## src/rtl/rat_pkg.sv

```systemverilog
// Package rat_pkg
// Shared types for the renamer: micro-op class codes and the recovery state.
package rat_pkg;

    // Opclass codes as they appear on in_opc.
    typedef enum logic [1:0] {
        OPC_ALU = 2'd0,
        OPC_XOR = 2'd1,
        OPC_SUB = 2'd2,
        OPC_MOV = 2'd3
    } opc_e;

    // Control state: normal renaming or walking the committed table.
    typedef enum logic {
        ST_RUN  = 1'b0,
        ST_WALK = 1'b1
    } rat_state_e;

endpackage

```

## src/rtl/rat_map.sv

```systemverilog
// Module rat_map
// Holds the speculative alias table and the committed alias table.
// Three combinational read ports serve the renamer. One more read port on
// the committed table serves the recovery walk.
// Assumes: the caller never asserts copy and cm_en in the same cycle.
module rat_map #(
    parameter int NA = 16,
    parameter int PW = 7,
    localparam int AW = $clog2(NA)
) (
    input  logic          clk,
    input  logic          rst_n,
    input  logic [AW-1:0] rd0_arch,
    input  logic [AW-1:0] rd1_arch,
    input  logic [AW-1:0] rdd_arch,
    output logic [PW-1:0] rd0_tag,
    output logic [PW-1:0] rd1_tag,
    output logic [PW-1:0] rdd_tag,
    input  logic          wr_en,
    input  logic [AW-1:0] wr_arch,
    input  logic [PW-1:0] wr_tag,
    input  logic          cm_en,
    input  logic [AW-1:0] cm_arch,
    input  logic [PW-1:0] cm_tag,
    input  logic          copy,
    input  logic [AW-1:0] walk_arch,
    output logic [PW-1:0] walk_tag
);

    logic [NA-1:0][PW-1:0] spec_q;
    logic [NA-1:0][PW-1:0] commit_q;

    // Speculative table: reset to zero, reload on copy, else install new mapping.
    always_ff @(posedge clk) begin
        if (!rst_n) begin
            spec_q <= '0;
        end else if (copy) begin
            spec_q <= commit_q;
        end else if (wr_en) begin
            spec_q[wr_arch] <= wr_tag;
        end
    end

    // Committed table: updated by retirement only.
    always_ff @(posedge clk) begin
        if (!rst_n) begin
            commit_q <= '0;
        end else if (cm_en) begin
            commit_q[cm_arch] <= cm_tag;
        end
    end

    // Reads return state from before this cycle's write.
    assign rd0_tag  = spec_q[rd0_arch];
    assign rd1_tag  = spec_q[rd1_arch];
    assign rdd_tag  = spec_q[rdd_arch];
    assign walk_tag = commit_q[walk_arch];

    // a copy leaves the speculative table equal to the committed one.
    a_r10_copy_exact: assert property (@(posedge clk) disable iff (!rst_n)
        copy |=> spec_q == $past(commit_q));

endmodule

```

## src/rtl/rat_refcnt.sv

```systemverilog
// Module rat_refcnt
// Keeps a 2-bit reference count per physical tag. A tag is free when its
// count is zero. The lowest free tag above 0 is offered for allocation.
// Tag 0 is the permanent zero register and is never counted or offered.
// Assumes: one increment and one decrement port. The caller never
// increments a count of 3 and never decrements a count of 0.
module rat_refcnt #(
    parameter int NP = 128,
    localparam int PW = $clog2(NP)
) (
    input  logic          clk,
    input  logic          rst_n,
    input  logic          clr,
    input  logic          inc_en,
    input  logic [PW-1:0] inc_tag,
    input  logic          dec_en,
    input  logic [PW-1:0] dec_tag,
    input  logic [PW-1:0] q_tag,
    output logic          q_sat,
    output logic          free_avail,
    output logic [PW-1:0] free_tag
);

    logic [1:0] cnt_q [NP];

    for (genvar t = 0; t < NP; t++) begin : g_cnt
        if (t == 0) begin : g_zero
            assign cnt_q[t] = 2'd0;
        end else begin : g_tag
            logic inc_hit;
            logic dec_hit;
            assign inc_hit = inc_en && (inc_tag == PW'(t));
            assign dec_hit = dec_en && (dec_tag == PW'(t));
            // Count update: clear, or step by the net of increment and decrement.
            always_ff @(posedge clk) begin
                if (!rst_n || clr) begin
                    cnt_q[t] <= 2'd0;
                end else if (inc_hit != dec_hit) begin
                    cnt_q[t] <= inc_hit ? cnt_q[t] + 2'd1 : cnt_q[t] - 2'd1;
                end
            end
        end
    end

    // Priority pick of the lowest-numbered free tag above 0.
    always_comb begin
        free_avail = 1'b0;
        free_tag   = '0;
        for (int t = NP - 1; t >= 1; t--) begin
            if (cnt_q[t] == 2'd0) begin
                free_avail = 1'b1;
                free_tag   = PW'(t);
            end
        end
    end

    assign q_sat = (cnt_q[q_tag] == 2'd3);

    // a release never hits a tag that has no reference left.
    a_r6_no_underflow: assert property (@(posedge clk) disable iff (!rst_n || clr)
        (dec_en && dec_tag != '0) |-> cnt_q[dec_tag] != 2'd0);

    // a new reference never lands on a saturated count.
    a_r7_no_overflow: assert property (@(posedge clk) disable iff (!rst_n || clr)
        (inc_en && inc_tag != '0) |-> cnt_q[inc_tag] != 2'd3);

endmodule

```

## src/rtl/rat_rename.sv

```systemverilog
// Module rat_rename
// One-wide register renamer. It detects zeroing idioms and register moves,
// allocates tags from rat_refcnt, and keeps the tables in rat_map. On a
// flush it restores the committed table and rebuilds the counts, one
// committed entry per cycle.
// Assumes: no retirement arrives while a flush or the walk is in progress.
// in_ready depends on the offered opclass and sources.
module rat_rename
    import rat_pkg::*;
#(
    parameter int NUM_ARCH = 16,
    parameter int NUM_PHYS = 128,
    localparam int AW = $clog2(NUM_ARCH),
    localparam int PW = $clog2(NUM_PHYS)
) (
    input  logic          clk,
    input  logic          rst_n,
    input  logic          flush,
    input  logic          in_valid,
    output logic          in_ready,
    input  logic [1:0]    in_opc,
    input  logic [AW-1:0] in_src0,
    input  logic [AW-1:0] in_src1,
    input  logic [AW-1:0] in_dst,
    output logic          out_valid,
    output logic [PW-1:0] out_src0,
    output logic [PW-1:0] out_src1,
    output logic [PW-1:0] out_dst,
    output logic [PW-1:0] out_old,
    output logic          out_elim,
    input  logic          ret_valid,
    input  logic [AW-1:0] ret_arch,
    input  logic [PW-1:0] ret_new,
    input  logic [PW-1:0] ret_old
);

    rat_state_e    state_q;
    logic [AW-1:0] walk_q;
    logic          running, walking;

    logic [PW-1:0] src0_tag, src1_tag, old_tag, walk_tag;
    logic          src0_sat, free_avail;
    logic [PW-1:0] free_tag;

    opc_e          opc;
    logic          is_zero, is_move, need_alloc, fire;
    logic [PW-1:0] dst_tag;
    logic          cm_en, dec_en, inc_en;
    logic [PW-1:0] inc_tag;

    assign running = (state_q == ST_RUN);
    assign walking = (state_q == ST_WALK);

    // Micro-op classification and acceptance.
    always_comb begin
        opc        = opc_e'(in_opc);
        is_zero    = (opc == OPC_XOR || opc == OPC_SUB) && (in_src0 == in_src1);
        is_move    = (opc == OPC_MOV) && !src0_sat;
        need_alloc = !is_zero && !is_move;
        in_ready   = running && !flush && (!need_alloc || free_avail);
        fire       = in_valid && in_ready;
        dst_tag    = is_zero ? '0 : (is_move ? src0_tag : free_tag);
    end

    // Count port steering: the walk and renaming never overlap.
    always_comb begin
        cm_en  = ret_valid && running && !flush;
        dec_en = cm_en && (ret_old != '0);
        if (walking) begin
            inc_en  = (walk_tag != '0);
            inc_tag = walk_tag;
        end else begin
            inc_en  = fire && (need_alloc || (is_move && src0_tag != '0));
            inc_tag = need_alloc ? free_tag : src0_tag;
        end
    end

    rat_map #(.NA(NUM_ARCH), .PW(PW)) u_map (
        .clk       (clk),
        .rst_n     (rst_n),
        .rd0_arch  (in_src0),
        .rd1_arch  (in_src1),
        .rdd_arch  (in_dst),
        .rd0_tag   (src0_tag),
        .rd1_tag   (src1_tag),
        .rdd_tag   (old_tag),
        .wr_en     (fire),
        .wr_arch   (in_dst),
        .wr_tag    (dst_tag),
        .cm_en     (cm_en),
        .cm_arch   (ret_arch),
        .cm_tag    (ret_new),
        .copy      (flush),
        .walk_arch (walk_q),
        .walk_tag  (walk_tag)
    );

    rat_refcnt #(.NP(NUM_PHYS)) u_cnt (
        .clk        (clk),
        .rst_n      (rst_n),
        .clr        (flush),
        .inc_en     (inc_en),
        .inc_tag    (inc_tag),
        .dec_en     (dec_en),
        .dec_tag    (ret_old),
        .q_tag      (src0_tag),
        .q_sat      (src0_sat),
        .free_avail (free_avail),
        .free_tag   (free_tag)
    );

    // Recovery sequencer: a flush starts a walk over every committed entry.
    always_ff @(posedge clk) begin
        if (!rst_n) begin
            state_q <= ST_RUN;
            walk_q  <= '0;
        end else if (flush) begin
            state_q <= ST_WALK;
            walk_q  <= '0;
        end else if (walking) begin
            walk_q <= walk_q + AW'(1);
            if (walk_q == AW'(NUM_ARCH - 1)) begin
                state_q <= ST_RUN;
            end
        end
    end

    // Output register: renamed micro-op one cycle after acceptance.
    always_ff @(posedge clk) begin
        if (!rst_n || flush) begin
            out_valid <= 1'b0;
            out_src0  <= '0;
            out_src1  <= '0;
            out_dst   <= '0;
            out_old   <= '0;
            out_elim  <= 1'b0;
        end else begin
            out_valid <= fire;
            if (fire) begin
                out_src0 <= is_zero ? '0 : src0_tag;
                out_src1 <= (is_zero || is_move) ? '0 : src1_tag;
                out_dst  <= dst_tag;
                out_old  <= old_tag;
                out_elim <= !need_alloc;
            end
        end
    end

    // an executed micro-op never receives the zero tag.
    a_r2_dst_nonzero: assert property (@(posedge clk) disable iff (!rst_n)
        (out_valid && !out_elim) |-> out_dst != '0);

    // a flush empties the output stage on the next cycle.
    a_r10_flush_quiet: assert property (@(posedge clk) disable iff (!rst_n)
        flush |=> !out_valid);

    // a resolved micro-op leaves the offered free tag unchanged.
    a_r5_elim_keeps_free: assert property (@(posedge clk) disable iff (!rst_n)
        (fire && !need_alloc && !cm_en) |=> $stable(free_tag) && $stable(free_avail));

    // nothing is accepted while the table is being rebuilt.
    a_r8_walk_blocks: assert property (@(posedge clk) disable iff (!rst_n)
        walking |-> !in_ready);

endmodule

```

## config.mk

```make
export PLATFORM = sky130hd
export DESIGN_NAME = rat_rename
export DESIGN_NICKNAME = d
export VERILOG_FILES = /design/src/rtl/rat_pkg.sv /design/src/rtl/rat_map.sv /design/src/rtl/rat_refcnt.sv /design/src/rtl/rat_rename.sv
export SDC_FILE = /design/constraint.sdc
export NUM_CORES = 2
export LEC_CHECK = 0
export ABC_AREA = 1
export BUFFER_PORTS_ARGS = -buffer_cell sky130_fd_sc_hd__buf_2
export CAP_MARGIN = 5
export CORE_AREA = 5 5 260 389
export DETAILED_ROUTE_END_ITERATION = 6
export DIE_AREA = 0 0 265 394
export HOLD_SLACK_MARGIN = 0.12
export SYNTH_ARGS = -nofsm -noshare
export SYNTH_HDL_FRONTEND = slang
export SYNTH_SLANG_ARGS = --single-unit
```

## constraint.sdc

```tcl
create_clock -name clk -period 6.5 [get_ports clk]
set_input_delay 1.3 -clock clk [delete_from_list [all_inputs] [get_ports clk]]
set_output_delay 1.3 -clock clk [all_outputs]
set_load 0.02 [all_outputs]
```

Word-level counts from Yosys, hierarchy flattened
Cells that the tools add are included.

Register bits: 513. Bits in latches: 0. Bits in writable memories: 0. ROM bits: 0. Input bits: 37. Output and inout port bits: 31. Memories kept: 0.

$add $sub $neg: 255. Multipliers: 0. Div/mod/pow operators: 0. Magnitude comparators: 8. Eq/ne operators: 387. Shifts and indexed selects: 0. Mux-type cells: 410. Bitwise gates (word level): 3. Reductions and logical operators: 410.

Operators with widths (number): $mux W7 (139); $eq A7 B7 Y1 const B (128); $eq A7 B6 Y1 const B (64); $logic_and A1 B1 Y1 (267); $mux W2 (129); $add A2 B1 Y2 const B (127); $logic_not A2 Y1 (127); $sub A2 B1 Y2 const B (127); $bwmux W112 (2); $eq A7 B5 Y1 const B (32); $mux W112 (2); $mux W1 (131); $ne A1 B1 Y1 (127); $bmux W7 S4 (4); $eq A7 B4 Y1 const B (16); $demux W7 S4 (2); $eq A7 B3 Y1 const B (8); $eq A7 B2 Y1 const B (4); $lt A4 B5 Y1 const B (5); $reduce_bool A7 Y1 (3); $bmux W2 S7 (1); $eq A7 B1 Y1 const B (2); $ge A4 B1 Y1 const B (2); $ge A8 B8 Y1 const B (1); other kinds (11) (23).

Logic depth before layout (Yosys ltp)
Depth in word-level cells: 135. Mapped depth: 140.

Cells and area by module
A second synthesis with hierarchy kept.

Cells, all modules: 5816. Area total of the unflattened synthesis: 34115.2 µm².

By module, submodules not included: rat_refcnt (instances 1, cells an instance 3034, area an instance 18167.4 µm²); rat_map (instances 1, cells an instance 2429, area an instance 13910.8 µm²); rat_rename (instances 1, cells an instance 353, area an instance 2037.0 µm²).

Worst setup path after synthesis
No wires, ideal clock.

Kind: reg2reg. Start point: register u_cnt.cnt_q[5] (netlist name). End point: register u_cnt.cnt_q[85] (netlist name). Library setup time: 0.110 ns. Arrival: 6.833 ns. Required time: 6.390 ns. Setup slack: -0.443 ns. Stages on the path, launching flop included: 138. Clock period less this slack: 6.943 ns. Cells stage by stage: dfxtp_1 -> or2_1 -> nand2_1 -> nand2_1 -> nand2_1 -> nand2_1 -> nand2_1 -> nand2_1 -> nand2_1 -> nand2_1 -> nand2_1 -> nand2_1 -> nand2_1 -> nand2_1 -> nand2_1 -> nand2_1 -> nand2_1 -> nand2_1 -> [102 not listed] -> nand2_1 -> nand2_1 -> nand2_1 -> nand2_1 -> nand2_1 -> nand2_1 -> nand2_1 -> nand2_1 -> nand2_4 -> buf_8 -> nand4_1 -> buf_2 -> nor2_1 -> nand2_1 -> nand2_1 -> nand3_1 -> nand2_1 -> nor2_1.

Cells in the longest elaborated chain, start to end: 133. Elaborated cells on any way between the ends: 273.

Ends and longest elaborated chain: start, declared (RTL line rat_refcnt.sv:24) `logic [1:0] cnt_q [NP];`; start signal, assigned by index (RTL line rat_refcnt.sv:39) `cnt_q[t] <= inc_hit ? cnt_q[t] + 2'd1 : cnt_q[t] - 2'd1;`; branches (longest 131 deep; another with $mux W7); $logic_and A1 B1 Y1 (*) (RTL line rat_refcnt.sv:32) `assign inc_hit = inc_en && (inc_tag == PW'(t));`; $mux W2 / $ne A1 B1 Y1 (equally long branches) (RTL line rat_refcnt.sv:39, rat_refcnt.sv:38).

Mark *: on every way between the ends. The select of a mux whose other input is x is not followed. A chain may end at the register's enable or synchronous reset.

Worst setup path in the final report
Start point: register u_cnt.cnt_q[7] (netlist name). End point: register u_cnt.cnt_q[66] (netlist name).

Cells in the longest elaborated chain, start to end: 132. Elaborated cells on any way between the ends: 271.

Ends and longest elaborated chain (RTL line): branches (longest 130 deep; another with $mux W7); $logic_and A1 B1 Y1 (*) (rat_refcnt.sv:32); $mux W2 / $ne A1 B1 Y1 (equally long branches) (rat_refcnt.sv:39, rat_refcnt.sv:38).

Marked as above.

==> out/results.txt <==
Outcome - complete, but fails checks
Failing checks - negative setup slack
Initial antenna violation count - 6
All-Layer GR Usage - 29.7%
Hold Worst Slack - 0.468 ns
DIE AREA - 104000 um^2
Comb power frac - 16.8%
Largest stage delay, worst path - 0.32 ns
GP Congestion - 1.06
Commonest non-fill, non-tap cell in the layout - nand2_1
Fin nets - 6185
Crit path to - u_cnt.cnt_q[66]$_SDFFE_PP0P_
Largest net degree at the start of global routing - 171
Register bit count reported by yosys - 513
Dpl hpwl - 123000 um
Vias in the first global route - 38200
Avg Inst Size Synth - 5.86 um^2
Post-Synthesis Cells - 5748
Count of final hold-check violations - 0
Hold Crit Class - flop to flop
Dpl cells - 7341
Die height - 394 um
Sequential area share after synthesis - 30.5%
Clock root buffer - clkbuf_16
Worst path arrival time - 8.94 ns
First-pass GRT wire length - 237000 um
WP buf/inv - 4
Clock share of power - 44.3%
Clk_lat worst skew - 0.67 ns
Crit path max fanout - 7
DR vias/cell - 5.51
Switching Share - 29.9%
TritonCTS buffer count - 56
Tmin final - 8.43 ns
DP Area - 39200 um^2
DRT Wirelength - 165000 um
Pwr/cell area - 191 nW/um^2
Peak supply drop - 0.241 mV
CTS tree - built
Cell Area, Synth - 33700 um^2
NetSw - 2.44 mW
WL per Instance - 22.0 um
Fmax - 119 MHz
Row count - 141
Non-filler cells, final - 7484
First drt pass iteration count - 7
Pint - 5.73 mW
CTS max path bufs - 3
Setup slack, reg-to-reg - -1.93 ns
Max-Cap Viols - 0
Post-Syn Nets - 5787
Crit path launch - u_cnt.cnt_q[7]$_SDFFE_PP0P_
Post-synth EDFFs - 0
Share of cells above drive strength 1 - 16.0%
Commonest cells after routing, fill and taps aside - 1308 x nand2_1, 803 x nor2_1, 737 x inv_1
Measured slew at the worst slew-check pin - 1.14 ns
Worst EP required - 7.01 ns
Worst Slack Setup Final - -1.93 ns
Final worst clock skew - 0.0470 ns
Critical path depth - 137
CTS H-Tree Depth - 2
Main synth FF type - dfxtp_1
Worst R2R Path Depth - 137
Hold-critical path depth - 2
DR iter-0 viols - 3656
RSZ-0062 raised after global routing - true
Crit path kind - flop to flop
Design Area, Final - 42800 um^2
Setup violators final - 272
Slowest stage cell, crit path - dfxtp_2
CTS sink cnt - 513
Pleak - 17.0 nW
Detail Route Antenna Nets - 0
FFs w/ async S/R, synth - 0%
Final period utilization - 130%
Count of cell types in the netlist - 58
CP top delay family - simple AND/OR/NAND/NOR gates
Core region area - 97700 um^2
Nature of the critical path endpoint - flop
R2r endpoint - u_cnt.cnt_q[66]$_SDFFE_PP0P_
Vias - 41200
Clock slew at reported path FFs - 0.06 ns
IO Pins - 68
Startpoint types - flop
Initial Utilization - 34.5%
Die Width - 265 um
DRC - 0
Final Core Density - 43.8%
Yosys warnings - 0
Total negative slack - -478.69 ns
Reg2reg start - u_cnt.cnt_q[7]$_SDFFE_PP0P_
GRT overflow - 0
Area Growth Syn to Fin - 26.9%
Flop pwr share - 39.0%
Port Buffers - 67
Worst path most repeated cell - nand2_1
Max-slew violations - 0
Max transition margin - 23.4%
## worst min path at each step
stage,start,end,slack (ns)
finish,out_dst[4]$_SDFFE_PP0P_,out_dst[4]$_SDFFE_PP0P_,0.47
global route,out_dst[4]$_SDFFE_PP0P_,out_dst[4]$_SDFFE_PP0P_,0.49
CTS,out_dst[3]$_SDFFE_PP0P_,out_dst[3]$_SDFFE_PP0P_,0.47
detailed placement,out_src1[3]$_SDFFE_PP0P_,out_src1[3]$_SDFFE_PP0P_,0.46
global placement,u_map.commit_q[39]$_SDFFE_PN0P_,u_map.commit_q[39]$_SDFFE_PN0P_,0.46
floorplan,u_map.commit_q[24]$_SDFFE_PN0P_,u_map.commit_q[24]$_SDFFE_PN0P_,0.44
## routing by layer
layer	vias up	share of wire, %	track usage [%]
met5	-	0.0079	0
li1	19700	-	-
met4	2	13	29.3
met1	19000	34	30.4
met3	721	6.7	4.84
met2	1867	47	50.4
## per-stage QoR
| stage | total power [mW] | setup slack (ns) |
|---|---|---|
| floorplan | 3.81 | -0.404 |
| global placement | 4.49 | -2.46 |
| detailed placement | 4.49 | -2.26 |
| CTS | 8.14 | -1.86 |
| global route | 8.36 | -3.14 |
| finish | 8.17 | -1.93 |
## synthesized netlist by cell type, drive strengths merged, types with 3 or more instances
library cell	number	area [um^2]
o211ai	39	293
nand3b	6	45.0
a21oi	532	2670
a21o	6	45.0
or2	9	56.3
o22ai	26	163
o21bai	13	97.6
a211oi	4	30.0
o21ai	442	2210
xnor2	13	114
o311ai	3	26.3
nand2	1405	5280
xor2	23	201
nor4	8	50.1
buf	43	210
a22oi	80	601
nor3	30	150
nand3	420	2120
inv	747	2800
a221oi	20	175
o2111ai	8	70.1
o221ai	51	447
clkinv	13	48.8
dfxtp	513	10300
o31ai	14	105
a31oi	77	482
clkbuf	213	800
nand4	99	678
nor2	875	3320
## area by class of cell
type / instances / area (um^2)
Inverter: 760 / 2870
Clock buffer: 84 / 1690
Antenna cell: 4 / 10.0
Multi-Input combinational cell: 4219 / 20900
Sequential cell: 513 / 10300
Timing Repair Buffer: 596 / 5080
Fill cell: 10400 / 55000
Tap cell: 1287 / 1610
Clock inverter: 21 / 338
## sequential cells by signal (all words and copies together), names as in the netlist
name            count
out_dst             7
out_elim            1
out_old             7
out_src0            7
out_src1            7
out_valid           1
state_q             1
u_cnt.cnt_q       254
u_map.commit_q    112
u_map.spec_q      112
walk_q              4
## timing repair
action,CTS,global route
setup buffers,19,15
gates cloned,2,0
resized for setup,174,147
pin swaps,42,63
setup endpoints to repair,272,297
hold buffers,0,0
## worst min-delay path: stages, from the launching register on
cell and delay (ns):
dfxtp_1 0.31, nand2_1 0.06, a21oi_1 0.06
## power groups by stage
stage | logic [mW] | clock network, mW | registers [mW]
6_report | 1.37 | 3.62 | 3.18
4_1_cts | 1.31 | 3.65 | 3.18
3_3_place_gp | 1.24 | 0 | 3.25
3_5_place_dp | 1.24 | 0 | 3.25
5_1_grt | 1.41 | 3.76 | 3.18
2_1_floorplan | 0.560 | 0 | 3.25
## kinds of logic (layout without fill, tap and decap cells)
kind of cell / Yosys count / after routing / share of synthesized area [%]
compound gates: 1325 / 1325 / 22.3
simple gates: 2856 / 2856 / 34.8
xor+xnor: 36 / 36 / 0.935
buf+inv: 1016 / 1461 / 11.5
fa+ha+maj: 2 / 2 / 0.0742
other cells: 0 / 4 / 0
flops: 513 / 513 / 30.5
(Power assumes the default switching activity.)
